==> src/rtl/trap_pkg.sv <==
package trap_pkg;
  localparam logic [1:0] MODE_U = 2'b00;
  localparam logic [1:0] MODE_S = 2'b01;
  localparam logic [1:0] MODE_M = 2'b11;
  localparam logic [1:0] VEC_VECTORED = 2'b01;
endpackage

==> src/rtl/trap_target_calc.sv <==
module trap_target_calc #(
  parameter int XLEN    = 32,
  parameter int CAUSE_W = 5
) (
  input  logic [XLEN-1:0]    vec_base,
  input  logic               is_irq,
  input  logic [CAUSE_W-1:0] cause,
  output logic [XLEN-1:0]    target
);
  import trap_pkg::*;
  localparam int OFS_HI = CAUSE_W + 1;

  logic [XLEN-1:0] base_al;
  logic [XLEN-1:0] ofs;

  always_comb begin
    base_al = {vec_base[XLEN-1:2], 2'b00};
    ofs = '0;
    ofs[OFS_HI:2] = cause;
    // only interrupts in vectored mode take an offset
    if (is_irq && vec_base[1:0] == VEC_VECTORED) target = base_al + ofs;
    else target = base_al;
  end
endmodule

==> src/rtl/trap_state.sv <==
module trap_state #(
  parameter int XLEN = 32
) (
  input  logic            clk,
  input  logic            rst,
  input  logic            take_trap,
  input  logic            to_super,
  input  logic [XLEN-1:0] fault_pc,
  input  logic            do_mret,
  input  logic            do_sret,
  output logic [1:0]      mode_q,
  output logic [XLEN-1:0] m_epc_q,
  output logic [XLEN-1:0] s_epc_q,
  output logic [1:0]      m_prev_q,
  output logic            s_prev_q
);
  import trap_pkg::*;

  always_ff @(posedge clk) begin
    if (rst) begin
      mode_q   <= MODE_M;
      m_epc_q  <= '0;
      s_epc_q  <= '0;
      m_prev_q <= MODE_U;
      s_prev_q <= 1'b0;
    end else if (take_trap) begin
      if (to_super) begin
        s_epc_q  <= fault_pc;
        s_prev_q <= (mode_q == MODE_S);
        mode_q   <= MODE_S;
      end else begin
        m_epc_q  <= fault_pc;
        m_prev_q <= mode_q;
        mode_q   <= MODE_M;
      end
    end else if (do_mret) begin
      mode_q   <= m_prev_q;
      m_prev_q <= MODE_U;
    end else if (do_sret) begin
      mode_q   <= s_prev_q ? MODE_S : MODE_U;
      s_prev_q <= 1'b0;
    end
  end
endmodule

==> src/rtl/priv_trap_redirect.sv <==
module priv_trap_redirect #(
  parameter int XLEN    = 32,
  parameter int CAUSE_W = 5
) (
  input  logic               clk,
  input  logic               rst,
  input  logic               trap_req,
  input  logic               trap_irq,
  input  logic [CAUSE_W-1:0] trap_cause,
  input  logic               trap_deleg,
  input  logic [XLEN-1:0]    trap_pc,
  input  logic               mret_req,
  input  logic               sret_req,
  input  logic [XLEN-1:0]    m_vec_base,
  input  logic [XLEN-1:0]    s_vec_base,
  output logic               redir_valid,
  output logic [XLEN-1:0]    redir_pc,
  output logic [1:0]         cur_mode
);
  import trap_pkg::*;
  localparam int NLVL = 2;

  logic [XLEN-1:0] bases [NLVL];
  logic [XLEN-1:0] tgts  [NLVL];
  logic [1:0]      mode_q;
  logic [XLEN-1:0] m_epc_q, s_epc_q;
  logic [1:0]      m_prev_q;
  logic            s_prev_q;
  logic            to_super, do_mret, do_sret;

  assign bases[0] = m_vec_base;
  assign bases[1] = s_vec_base;

  for (genvar g = 0; g < NLVL; g++) begin : g_lvl
    trap_target_calc #(.XLEN(XLEN), .CAUSE_W(CAUSE_W)) u_calc (
      .vec_base(bases[g]),
      .is_irq  (trap_irq),
      .cause   (trap_cause),
      .target  (tgts[g])
    );
  end

  assign to_super = trap_deleg && (mode_q != MODE_M);
  assign do_mret  = !trap_req && mret_req;
  assign do_sret  = !trap_req && !mret_req && sret_req;

  trap_state #(.XLEN(XLEN)) u_state (
    .clk      (clk),
    .rst      (rst),
    .take_trap(trap_req),
    .to_super (to_super),
    .fault_pc (trap_pc),
    .do_mret  (do_mret),
    .do_sret  (do_sret),
    .mode_q   (mode_q),
    .m_epc_q  (m_epc_q),
    .s_epc_q  (s_epc_q),
    .m_prev_q (m_prev_q),
    .s_prev_q (s_prev_q)
  );

  always_ff @(posedge clk) begin
    if (rst) begin
      redir_valid <= 1'b0;
      redir_pc    <= '0;
    end else begin
      redir_valid <= trap_req || do_mret || do_sret;
      if (trap_req)     redir_pc <= to_super ? tgts[1] : tgts[0];
      else if (do_mret) redir_pc <= m_epc_q;
      else if (do_sret) redir_pc <= s_epc_q;
    end
  end

  assign cur_mode = mode_q;
endmodule

==> config.mk <==
export PLATFORM = sky130hd
export DESIGN_NAME = priv_trap_redirect
export DESIGN_NICKNAME = d
export VERILOG_FILES = /design/src/rtl/trap_pkg.sv /design/src/rtl/trap_target_calc.sv /design/src/rtl/trap_state.sv /design/src/rtl/priv_trap_redirect.sv
export SDC_FILE = /design/constraint.sdc
export NUM_CORES = 1
export LEC_CHECK = 0
export BUFFER_PORTS_ARGS = -buffer_cell sky130_fd_sc_hd__buf_2
export CELL_PAD_IN_SITES_DETAIL_PLACEMENT = 1
export CELL_PAD_IN_SITES_GLOBAL_PLACEMENT = 1
export CORE_ASPECT_RATIO = 0.5
export CORE_MARGIN = 1
export CORE_UTILIZATION = 35
export DETAILED_ROUTE_END_ITERATION = 7
export HOLD_SLACK_MARGIN = 0.12
export PLACE_DENSITY = 0.78
export SETUP_SLACK_MARGIN = 0.1
export SLEW_MARGIN = 10
export SYNTH_ARGS = -nofsm -noshare
export SYNTH_HDL_FRONTEND = slang
export SYNTH_SLANG_ARGS = --single-unit
==> constraint.sdc <==
create_clock -name clk -period 2.1 [get_ports clk]
set_clock_uncertainty 0.05 [all_clocks]
set_input_delay 0.21 -clock clk [delete_from_list [all_inputs] [get_ports clk]]
set_output_delay 0.21 -clock clk [all_outputs]
set_load 0.02 [all_outputs]
* After elaboration in Yosys (flattened, before gate mapping)
Index checks and enable logic that the tools add are counted.
Storage, ports and cells: register bits 102, input port bits 108, output and inout port bits 35, logic and storage cells 52
Operators by class: add/subtract/negate cells 2, eq/ne operators 7, multiplexer cells 18, bitwise logic cells 1, reduce and logical (&&, ||, !) cells 17
Operators with widths (count):
- two-way mux 32 bit | 6
- adder 32 x 7 -> 32 bit | 2
- two-way mux 2 bit | 7
- equality test 2 x 1 -> 1 bit, second input constant | 3
- logical AND 1 bit | 6
- inequality test 2 bit, second input constant | 3
- AND reduction 2 bit | 3
- two-way mux 1 bit | 5
- nonzero test 2 bit | 2
- AND reduction 3 bit | 1
- nonzero test 3 bit | 1
- zero test 1 bit | 2
- logical OR 1 bit | 2
- inequality test 2 x 1 -> 1 bit, second input constant | 1
- NOT 1 bit | 1

* Logic depth before layout (Yosys ltp)
Gate-level depths: netlist of run 1.
word-level depth 6, gate-level depth with buffers 8, depth with buffers taken out 8

* By module
From an unflattened synthesis of run 1, not the netlist that was laid out.
Second synthesis, totals: cells, all modules 768, area total of the unflattened synthesis 6333.6 um^2
Modules (own cells, without submodules):
- trap_state | times used 1, cells an instance 305, area each 2434.8 um^2, sequential area each 1381.3 um^2
- priv_trap_redirect | times used 1, cells an instance 259, area each 2337.2 um^2, sequential area each 660.6 um^2
- trap_target_calc | times used 2, cells an instance 102, area each 780.7 um^2, sequential area each 0.0 um^2

* Least setup slack after synthesis of run 1
Ideal clock, no wire load.
path type in2reg, from in trap_cause[0], to reg redir_pc[28], setup time 0.131 ns, data arrival time 2.046 ns, required time 1.919 ns, slack -0.127 ns, stages 8, buffers on the path 0, cells stage by stage ha_1 fa_1 a211o_1 a21oi_1 nor4_1 xor2_1 a221oi_1 nor3_1
On the way: word-level cells in the longest chain between the ends 4, elaborated cells between the ends (all ways) 6, classes of those cells add/sub: 2; mux: 4
RTL lines:
- start, declared | RTL line priv_trap_redirect.sv:9 | input logic [CAUSE_W-1:0] trap_cause,
- adder 32 x 7 -> 32 bit | RTL line trap_target_calc.sv:21 | if (is_irq && vec_base[1:0] == VEC_VECTORED) target = base_al + ofs;
- two-way mux 32 bit | RTL line trap_target_calc.sv:21
- two-way mux 32 bit (*) (2 in a row) | RTL line priv_trap_redirect.sv:68 | if (trap_req) redir_pc <= to_super ? tgts[1] : tgts[0];
- end signal, assigned | RTL line priv_trap_redirect.sv:68
- end signal, assigned | RTL line priv_trap_redirect.sv:69 | else if (do_mret) redir_pc <= m_epc_q;
- end signal, assigned | RTL line priv_trap_redirect.sv:70 | else if (do_sret) redir_pc <= s_epc_q;
- end, declared | RTL line priv_trap_redirect.sv:17 | output logic [XLEN-1:0] redir_pc,
Mark *: on every way between the ends. The rest lies on a longest branch, timed or not. A chain may end at the register's enable or synchronous reset.

* Worst setup path in the final report of run 1
Ends and elaborated chain as after synthesis.

==> impl_metrics.ini, run 1 <==
[finish]
final_area_mm2 = 0.00790
syn_to_final_growth_pct = 33.2
nFillCells = 2088
diodes = 0
fin_nets = 1124
drive_above_1_share_pct = 24.1

[power_and_ir_drop]
p_leak_nw = 3.30
pwr-share-comb_pct = 23.6
p_sw_w = 0.00161
power_frac_seq_pct = 42.4
p_clk_share_pct = 34.0
powerDensity_mw_per_mm2 = 634
vdd_ir_drop_max_v = 0.000461
swShare_pct = 32.2
p_int_w = 0.00340

[route]
wire_per_inst_um = 18.9
drc = 0
drtIter0Drc = 418
finalWirelength_um = 23400
viasPerCell = 5.41
dr.pass1.iters = 5
drtAntennaViolNets = 0
vias = 6689

[global_route]
grt_max_degree = 52
grt_pass1_wl_um = 35800
grt.overflow.total = 0
grt_pass1_vias = 6565
antenna_found_initial = 0
global_route.usage.total_pct = 26.9

[logic_synthesis]
postSynth.asyncResetShare_pct = 0
synth_edf_count = 0
ys_ff_latch = 102
ys_warn_count = 0
synth.avg_cell_area_um2 = 7.26
synthCells = 817
syn_area_mm2 = 0.00593
netlist_top_cells_count = nand2_1 (171), a21oi_1 (111), dfxtp_1 (102)
synth_ff_type = dfxtp_1
yosysMostFrequentCell = nand2_1
ys_seq_area_share_pct = 34.4
synth_area_leader_cell = dfxtp_1
ys_types = 62
netlist.area_leader.share_pct = 34.4
synth_area_leaders = dfxtp_1 (34%), nand2_1 (11%), a21oi_1 (9.4%)
synth_fp_nets = 937

[setup_path]
path_cells = buf_2 -> ha_4 -> fa_2 -> a211o_1 -> a21oi_4 -> buf_4 -> nor4_2 -> xor2_1 -> a221oi_1 -> nor3_1
required_ns = 2.28
worstPathArrival_ns = 2.13
critical_path.top_delay_family = compound AO/OA/AOI/OAI gates
startpoint_type = input port
critical_path_peak_fanout = 5
path_class = in2reg
worst_path_largest_cell_delay_ns = 0.35
crit_slowest_cell = fa_2
crit_buf_inv = 2
critPathCaptureType = flip-flop

[floorplan]
initial_core_util_pct = 36.0
ioPinCount = 143
die_w_um = 186
fp-row-count = 33
die_h_um = 94.0
die_area_mm2 = 0.0175
fp.coreArea_mm2 = 0.0165

[timing]
tightest_slew_ns = 0.656
hold_viol_final = 0
finalCritPeriodShare_pct = 92.5
fmax_ghz = 0.515
tns_ns = 0
finalCriticalPeriod_ns = 1.94
maxSlewHeadroom_pct = 56.3
setup_viol = 0
rsz0062_at_grt = yes
finalMaxSlewViolations = 0

[placed_design]
hpwl_um = 17300
dpl_cell_area_mm2 = 0.00722
port_buffers = 142
place.gp.congestion = 0.917

[clock_network]
clkLatencyLatePin_ns = 0.35
clockBufferDepth = 2
cts_sinks = 102
h-tree-depth = 3
cts_tree = yes
clk_pin_slew_ns = 0.08
cts_root_buf = clkbuf_16
cts_made_buffers = 9

[worst_hold_path]
hp-class = in2reg

[run]
maxCapViolations = 0

[outcome]
status = finished, final reports clean
-- worst min-delay path, delay by kind of cell --
| family | cells | cell delay [ns] |
|---|---|---|
| AO/OA/AOI/OAI | 1 | 0.06 |
| buffers and inverters | 1 | 0.12 |
| AND/OR/NAND/NOR | 1 | 0.10 |
-- kinds of logic after synthesis --
| group | count (synthesis) | share of synthesized area [%] |
|---|---|---|
| flip-flops | 102 | 34.4 |
| adder cells (fa/ha/maj) | 12 | 2.79 |
| AO/OA/AOI/OAI | 203 | 21.3 |
| multiplexers | 1 | 0.169 |
| buffers and inverters | 79 | 5.06 |
| XOR/XNOR | 47 | 6.94 |
| AND/OR/NAND/NOR | 373 | 29.3 |
-- repair_timing --
item,4_1_cts,5_1_grt
endpoints found under the setup margin,0,15
buffers inserted,0,3
gates resized for setup,0,5
endpoints found under the hold margin,64,0
hold buffers,32,0
-- routing by layer --
| metal | part of all wire, % | track usage [%] |
|---|---|---|
| met1 | 50 | 39.3 |
| met2 | 44 | 42.5 |
| met3 | 5.3 | 3.76 |
| met4 | 0.61 | 4.03 |
| met5 | 0 | 0 |
-- worst paths after layout --
path	endpoint	from	slack, ns	depth (start not counted)
worst min register to register	u_state.s_epc_q[6]	u_state.s_epc_q[6]	0.41	2
worst max register to register	u_state.s_epc_q[7]	u_state.mode_q[0]	0.21	6
worst min-delay path	u_state.s_prev_q	trap_deleg	0.14	3
worst max-delay path	redir_pc[28]	trap_cause[0]	0.16	10
-- power by group through the flow --
stage,clock (W),sequential [W],combinational [W]
5_1_grt,0.00179,0.00214,0.00129
2_1_floorplan,0,0.00222,0.000536
3_5_place_dp,0,0.00217,0.00110
4_1_cts,0.00174,0.00212,0.00116
6_report,0.00170,0.00213,0.00118
3_3_place_gp,0,0.00217,0.00108
-- flip-flops by register name (all words and copies together) (netlist names) --
signal	count
redir_pc	32
redir_valid	1
u_state.m_epc_q	32
u_state.m_prev_q	2
u_state.mode_q	2
u_state.s_epc_q	32
u_state.s_prev_q	1
-- cell usage in the layout (no fill, tap or decap), types with 4 or more instances in the layout --
cell type,synthesis,final
nor2b_1,21,20
a21oi_2,2,4
xnor2_1,24,23
nand2_1,171,171
buf_4,0,52
nand4_1,15,15
buf_12,0,4
buf_2,3,142
a21oi_1,111,108
and3_1,9,9
a221oi_1,22,22
dfxtp_1,102,102
o211ai_1,5,5
nor2_1,83,83
and4_1,4,4
o21ai_0,19,19
a211oi_1,11,11
inv_1,25,25
ha_1,10,9
clkbuf_16,0,9
xor2_1,23,23
o22ai_1,4,4
dlygate4sd3_1,0,32
nor3_1,21,21
nand3_1,11,11
-- per-stage QoR --
stage	hold slack, ns	instances	setup WS [ns]	power (W)	utilization, %
floorplan	0.296	817	0.0957	0.00275	-
global placement	0.393	1185	-0.161	0.00324	43.8
detailed placement	0.399	1185	-0.202	0.00327	43.8
CTS	0.128	1233	0.151	0.00502	47.6
global route	0.143	1236	0.0207	0.00522	47.9
finish	0.141	1236	0.156	0.00501	47.9
-- cell type report --
type	instances	area, um2	share of cell area [%]
clock buffers	10	239	3.03
multi-input cells	636	3670	46.5
clock inverters	6	62.6	0.792
inverters	25	93.8	1.19
repair buffers	230	1500	19.0
flip-flops and latches	102	2040	25.9
well taps	227	284	3.60
(Power assumes the default switching activity.)
==> run 2, diff against run 1 <==
--- a/config.mk
+++ b/config.mk
@@ -10,12 +10,13 @@
 export CELL_PAD_IN_SITES_GLOBAL_PLACEMENT = 1
 export CORE_ASPECT_RATIO = 0.5
 export CORE_MARGIN = 1
-export CORE_UTILIZATION = 35
+export CORE_UTILIZATION = 36
 export DETAILED_ROUTE_END_ITERATION = 7
 export HOLD_SLACK_MARGIN = 0.12
-export PLACE_DENSITY = 0.78
+export PLACE_DENSITY = 0.77
 export SETUP_SLACK_MARGIN = 0.1
 export SLEW_MARGIN = 10
 export SYNTH_ARGS = -nofsm -noshare
 export SYNTH_HDL_FRONTEND = slang
+export SYNTH_HIERARCHICAL = 1
 export SYNTH_SLANG_ARGS = --single-unit
==> impl_metrics.ini, run 2 <==
[route]
drtIter0Drc = 244
drc = 0
wire_per_inst_um = 18.1
dr.pass1.iters = 4
vias = 6372
viasPerCell = 5.25
finalWirelength_um = 22000
drtAntennaViolNets = 0

[timing]
rsz0062_at_grt = yes
hold_viol_final = 0
whs_ns = 0.267
tightest_slew_ns = 0.528
finalCritPeriodShare_pct = 101
setup_viol = 2
finalCriticalPeriod_ns = 2.11
finalMaxSlewViolations = 0
fmax_ghz = 0.473
worst_slack_ns = -0.0139
maxSlewHeadroom_pct = 64.8

[setup_path]
reg2reg_slack_ns = 0.31
critical_path_peak_fanout = 4
critPathCaptureType = flip-flop
path_class = in2reg
startpoint_type = input port
cp_num_cells = 11
path_cells = buf_12 -> ha_4 -> a21oi_4 -> nand4b_1 -> buf_6 -> a2111oi_4 -> buf_6 -> nand2_4 -> xnor2_2 -> mux2i_1 -> a2111oi_2
worstPathArrival_ns = 2.30
reg2reg_from = u_state/mode_q[0]
rr_worst_depth = 6
r2r-end = u_state/m_prev_q[1]
crit_slowest_cell = a2111oi_4
crit_buf_inv = 3
endpoint = redir_pc[23]
worst_path_largest_cell_delay_ns = 0.43
critPathLaunch = trap_cause[1]
critical_path.top_delay_family = compound AO/OA/AOI/OAI gates
required_ns = 2.29
critical_path.most_common_cell = buf_6

[run]
maxCapViolations = 0

[floorplan]
fp-row-count = 33
ioPinCount = 143
initial_core_util_pct = 37.8
die_area_mm2 = 0.0182
fp.coreArea_mm2 = 0.0168
die_h_um = 95.8
die_w_um = 190

[logic_synthesis]
synth_edf_count = 0
ys_types = 49
yosysMostFrequentCell = nand2_1
synth_ff_type = dfxtp_1
netlist.area_leader.share_pct = 32.2
synth_area_leader_cell = dfxtp_1
netlist_top_cells_count = nand2_1 (160), a21oi_1 (109), dfxtp_1 (102)
synthCells = 768
ys_seq_area_share_pct = 32.2
syn_area_mm2 = 0.00633
synth.avg_cell_area_um2 = 8.25
ys_ff_latch = 102
ys_warn_count = 6
synth_area_leaders = dfxtp_1 (32%), nand2_1 (9.5%), a21oi_1 (8.6%)
postSynth.asyncResetShare_pct = 0

[worst_hold_path]
hp-class = in2reg

[finish]
nFillCells = 2046
syn_to_final_growth_pct = 37.4
regArea_mm2 = 0.00204
final_common_cell = nand2_1
drive_above_1_share_pct = 33.3
layout.cells.non_filler = 1213
diodes = 0
final_area_mm2 = 0.00870
fin_nets = 1101
largest_registers = redir_pc: 32 flops, u_state/m_epc_q: 32 flops, u_state/s_epc_q: 32 flops
final_cell_mix = nand2_1 (157), buf_2 (134), a21oi_1 (103)
multi_input_area_mm2 = 0.00427

[global_route]
global_route.usage.total_pct = 24.0
grt_pass1_wl_um = 33400
antenna_found_initial = 0
grt_max_degree = 43
grt_pass1_vias = 6509
grt.overflow.total = 0

[placed_design]
dpl_cell_area_mm2 = 0.00769
hpwl_um = 15600
place.gp.congestion = 0.896
post-place-ws_ns = -0.450
dp_cells = 1154
port_buffers = 142

[power_and_ir_drop]
p_leak_nw = 3.59
powerDensity_mw_per_mm2 = 596
vdd_ir_drop_max_v = 0.000404
power.total_w = 0.00519

[outcome]
status = finished, violations left
violations = negative setup slack

[clock_network]
h-tree-depth = 3
cts_made_buffers = 9
cts_root_buf = clkbuf_16
cts_sinks = 102
clockBufferDepth = 2
clkLatencyLatePin_ns = 0.36
clk_pin_slew_ns = 0.07
cts_tree = yes
## run 2: cell count changes in the layout (fill, tap and decap cells not counted), sizes merged, moves of 21 or more
| cell | delta |
|---|---|
| a221oi | -21 |
| nor2 | -40 |
| or3 | +30 |
| a2111oi | +32 |
| nand2b | +31 |
| mux2i | +32 |
| buf | +27 |
| inv | -23 |
## run 2: repair_timing
action                                  4_1_cts  5_1_grt
gates resized for setup                      29       28
pin swaps                                    15       26
setup buffers                                 8        2
hold endpoints to repair                     66        0
hold buffers                                 33        0
endpoints found under the setup margin       20       24
## run 2: worst min path at each step
stage	cells past startpoint	from	endpoint
floorplan	1	rst	redir_pc[17]
detailed placement	2	u_state/m_epc_q[3]	u_state/m_epc_q[3]
CTS	2	rst	redir_valid
global route	2	rst	redir_valid
finish	4	s_vec_base[24]	redir_pc[24]
global placement	2	u_state/m_epc_q[12]	u_state/m_epc_q[12]
## run 2: power by group
part	leakage, nW	internal [W]	switching, W	total [W]
sequential	0.838	0.00205	0.0000676	0.00211
combinational	2.60	0.000586	0.000707	0.00129
clock	0.156	0.000979	0.000799	0.00178
total	3.59	0.00361	0.00157	0.00519
## run 2: layout make-up
cell class | count | area share [%]
well taps | 227 | 3.26
repair buffers | 258 | 20.5
clock buffers | 10 | 2.75
flip-flops and latches | 102 | 23.5
multi-input cells | 608 | 49.1
clock inverters | 6 | 0.877
inverters | 2 | 0.0863
## run 2: cell families after synthesis
group           Yosys count  share of synthesized area, %
flops                   102                          32.2
simple gates            331                          26.0
fa+ha+maj                12                          2.61
other cells               2                         0.119
xor+xnor                 56                          7.74
buf+inv                  60                          5.59
compound gates          168                          19.8
mux                      37                          5.93
## run 2: worst reg2reg max path, delay by kind of cell (launching register included)
family                 cells  cell delay, ns
AND/OR/NAND/NOR            1            0.21
buffers and inverters      2            0.57
flip-flops                 1            0.37
AO/OA/AOI/OAI              3            0.51
## run 2: through the flow
| stage | utilization [%] | TNS [ns] |
|---|---|---|
| 6_report | 51.9 | -0.0165 |
| 5_1_grt | 51.9 | -0.633 |
| 4_1_cts | 51.0 | 0 |
| 3_5_place_dp | 45.9 | -8.23 |
| 3_3_place_gp | 45.9 | -6.30 |
| 2_1_floorplan | - | 0 |
## run 2: metal layers
metal	up-vias	track usage (%)	share of wire (%)
li1	3090	-	-
met1	3127	29.0	44
met2	125	44.1	51
met3	30	4.30	3.6
met4	0	6.45	1.9
met5	-	0	0
==> run 3, diff against run 2 <==
==> constraint.sdc (replaced) <==
create_clock -name clk -period 1.72 [get_ports clk]
set_clock_uncertainty 0.05 [all_clocks]
set_input_delay 0.172 -clock clk [delete_from_list [all_inputs] [get_ports clk]]
set_output_delay 0.172 -clock clk [all_outputs]
set_load 0.02 [all_outputs]
==> impl_metrics.ini, run 3 (synthesis results as in run 2) <==
[outcome]
status = finished, violations left
violations = negative setup slack

[timing]
tightest_slew_ns = 0.523
rsz0062_at_grt = yes
maxSlewHeadroom_pct = 65.1
finalMaxSlewViolations = 0
worst_slack_ns = -0.330
whs_ns = 0.232
finalCriticalPeriod_ns = 2.05
setup_viol = 25
finalCritPeriodShare_pct = 119
fmax_ghz = 0.488
hold_viol_final = 0

[finish]
diodes = 0
nFillCells = 2048
largest_registers = redir_pc: 32 flops, u_state/m_epc_q: 32 flops, u_state/s_epc_q: 32 flops
syn_to_final_growth_pct = 44.3
final_cell_mix = nand2_1 (156), buf_2 (133), dfxtp_1 (100)
drive_above_1_share_pct = 37.4
final_area_mm2 = 0.00914
final_common_cell = nand2_1
fin_nets = 1135

[placed_design]
hpwl_um = 16300
place.gp.congestion = 0.872
port_buffers = 142
dpl_cell_area_mm2 = 0.00804

[clock_network]
cts_sinks = 102
cts_root_buf = clkbuf_16
clockBufferDepth = 2
cts_made_buffers = 9
clk_pin_slew_ns = 0.08
cts_tree = yes
h-tree-depth = 3
clkLatencyLatePin_ns = 0.36

[global_route]
grt.overflow.total = 0
antenna_found_initial = 0
grt_pass1_wl_um = 35900
grt_max_degree = 39
global_route.usage.total_pct = 25.5
grt_pass1_vias = 6900

[setup_path]
startpoint_type = input port
worstPathArrival_ns = 2.26
required_ns = 1.93
path_class = in2reg
reg2reg_slack_ns = 0.08
critPathCaptureType = flip-flop
critical_path_peak_fanout = 2

[route]
top_layer_used = met4
viasPerCell = 5.32
wire_per_inst_um = 19.4
drtAntennaViolNets = 0
wl_met2_um = 12300
dr_wl_met3_um = 986
drc = 0
finalWirelength_um = 24200
vias = 6632
drtIter0Drc = 285
dr.pass1.iters = 5
wl_met1_um = 10300

[power_and_ir_drop]
pwr-share-comb_pct = 27.4
p_sw_w = 0.00201
p_int_w = 0.00431
power_frac_seq_pct = 40.9
p_clk_share_pct = 31.7
p_leak_nw = 3.82
powerDensity_mw_per_mm2 = 691
swShare_pct = 31.8
vdd_ir_drop_max_v = 0.000529

[run]
maxCapViolations = 0

[floorplan]
fp.coreArea_mm2 = 0.0168
fp-row-count = 33
die_area_mm2 = 0.0182
die_h_um = 95.8
ioPinCount = 143
initial_core_util_pct = 37.8
die_w_um = 190

[worst_hold_path]
hp-class = in2reg
-- run 3: changes by cell type in the layout (fill, tap and decap cells not counted), sizes merged --
cell         before  now
clkbuf           10    9
dlygate4sd3      33   32
buf             225  260
clkinv            2    4
bufinv            1    0
-- run 3: critical path: stages --
cell and delay, ns:
buf_8 0.10, ha_4 0.16, fa_2 0.37, a211o_1 0.30, a21oi_4 0.22, buf_6 0.14, buf_4 0.10, nor3b_2 0.04
xor2_1 0.21, mux2i_1 0.13, a2111oi_2 0.31
-- run 3: area by class of cell --
| class | count | area, um2 | share of cell area, % |
|---|---|---|---|
| multi-input cells | 608 | 4390 | 48.0 |
| clock buffers | 9 | 225 | 2.46 |
| flip-flops and latches | 102 | 2040 | 22.4 |
| well taps | 227 | 284 | 3.11 |
| inverters | 2 | 7.51 | 0.0822 |
| repair buffers | 292 | 2130 | 23.3 |
| clock inverters | 7 | 57.6 | 0.630 |
-- run 3: path summary, 6_finish.rpt --
path | startpoint | end | depth (start not counted)
setup / recovery | trap_cause[0] | redir_pc[8] | 11
hold reg to reg | u_state/m_epc_q[2] | u_state/m_epc_q[2] | 2
hold / removal | rst | u_state/s_epc_q[17] | 2
setup reg to reg | u_state/mode_q[1] | u_state/m_epc_q[26] | 6
-- run 3: metrics by stage --
step / std cells / util, % / setup slack (ns) / power [W] / TNS [ns]
global route: 1247 / 54.5 / -0.388 / 0.00661 / -6.89
detailed placement: 1184 / 47.9 / -0.741 / 0.00413 / -17.40
floorplan: 770 / - / -0.289 / 0.00349 / -5.03
finish: 1247 / 54.5 / -0.330 / 0.00632 / -4.64
global placement: 1184 / 47.9 / -0.680 / 0.00408 / -15.75
CTS: 1240 / 53.2 / -0.246 / 0.00627 / -4.08
-- run 3: metal layers --
layer  global-route usage, %  up-vias
met5                       0        -
met4                    8.87        0
met3                    4.81       38
met2                    45.4      152
met1                    31.1     3293
li1                        -     3149
-- run 3: repair_timing --
item                                   in CTS  in global routing
resized for setup                          42                 36
hold buffers                               32                  0
pin swaps                                  40                 39
gates cloned                                0                  0
setup endpoints to repair                  33                 62
setup buffers                               8                  8
endpoints found under the hold margin      64                  0
-- run 3: power by group through the flow --
stage | Combinational [W] | Sequential [W] | Clock, W
after floorplan | 0.000800 | 0.00269 | 0
after global placement | 0.00145 | 0.00263 | 0
after detailed placement | 0.00150 | 0.00263 | 0
after CTS | 0.00164 | 0.00258 | 0.00205
after global routing | 0.00186 | 0.00259 | 0.00216
final | 0.00173 | 0.00258 | 0.00200
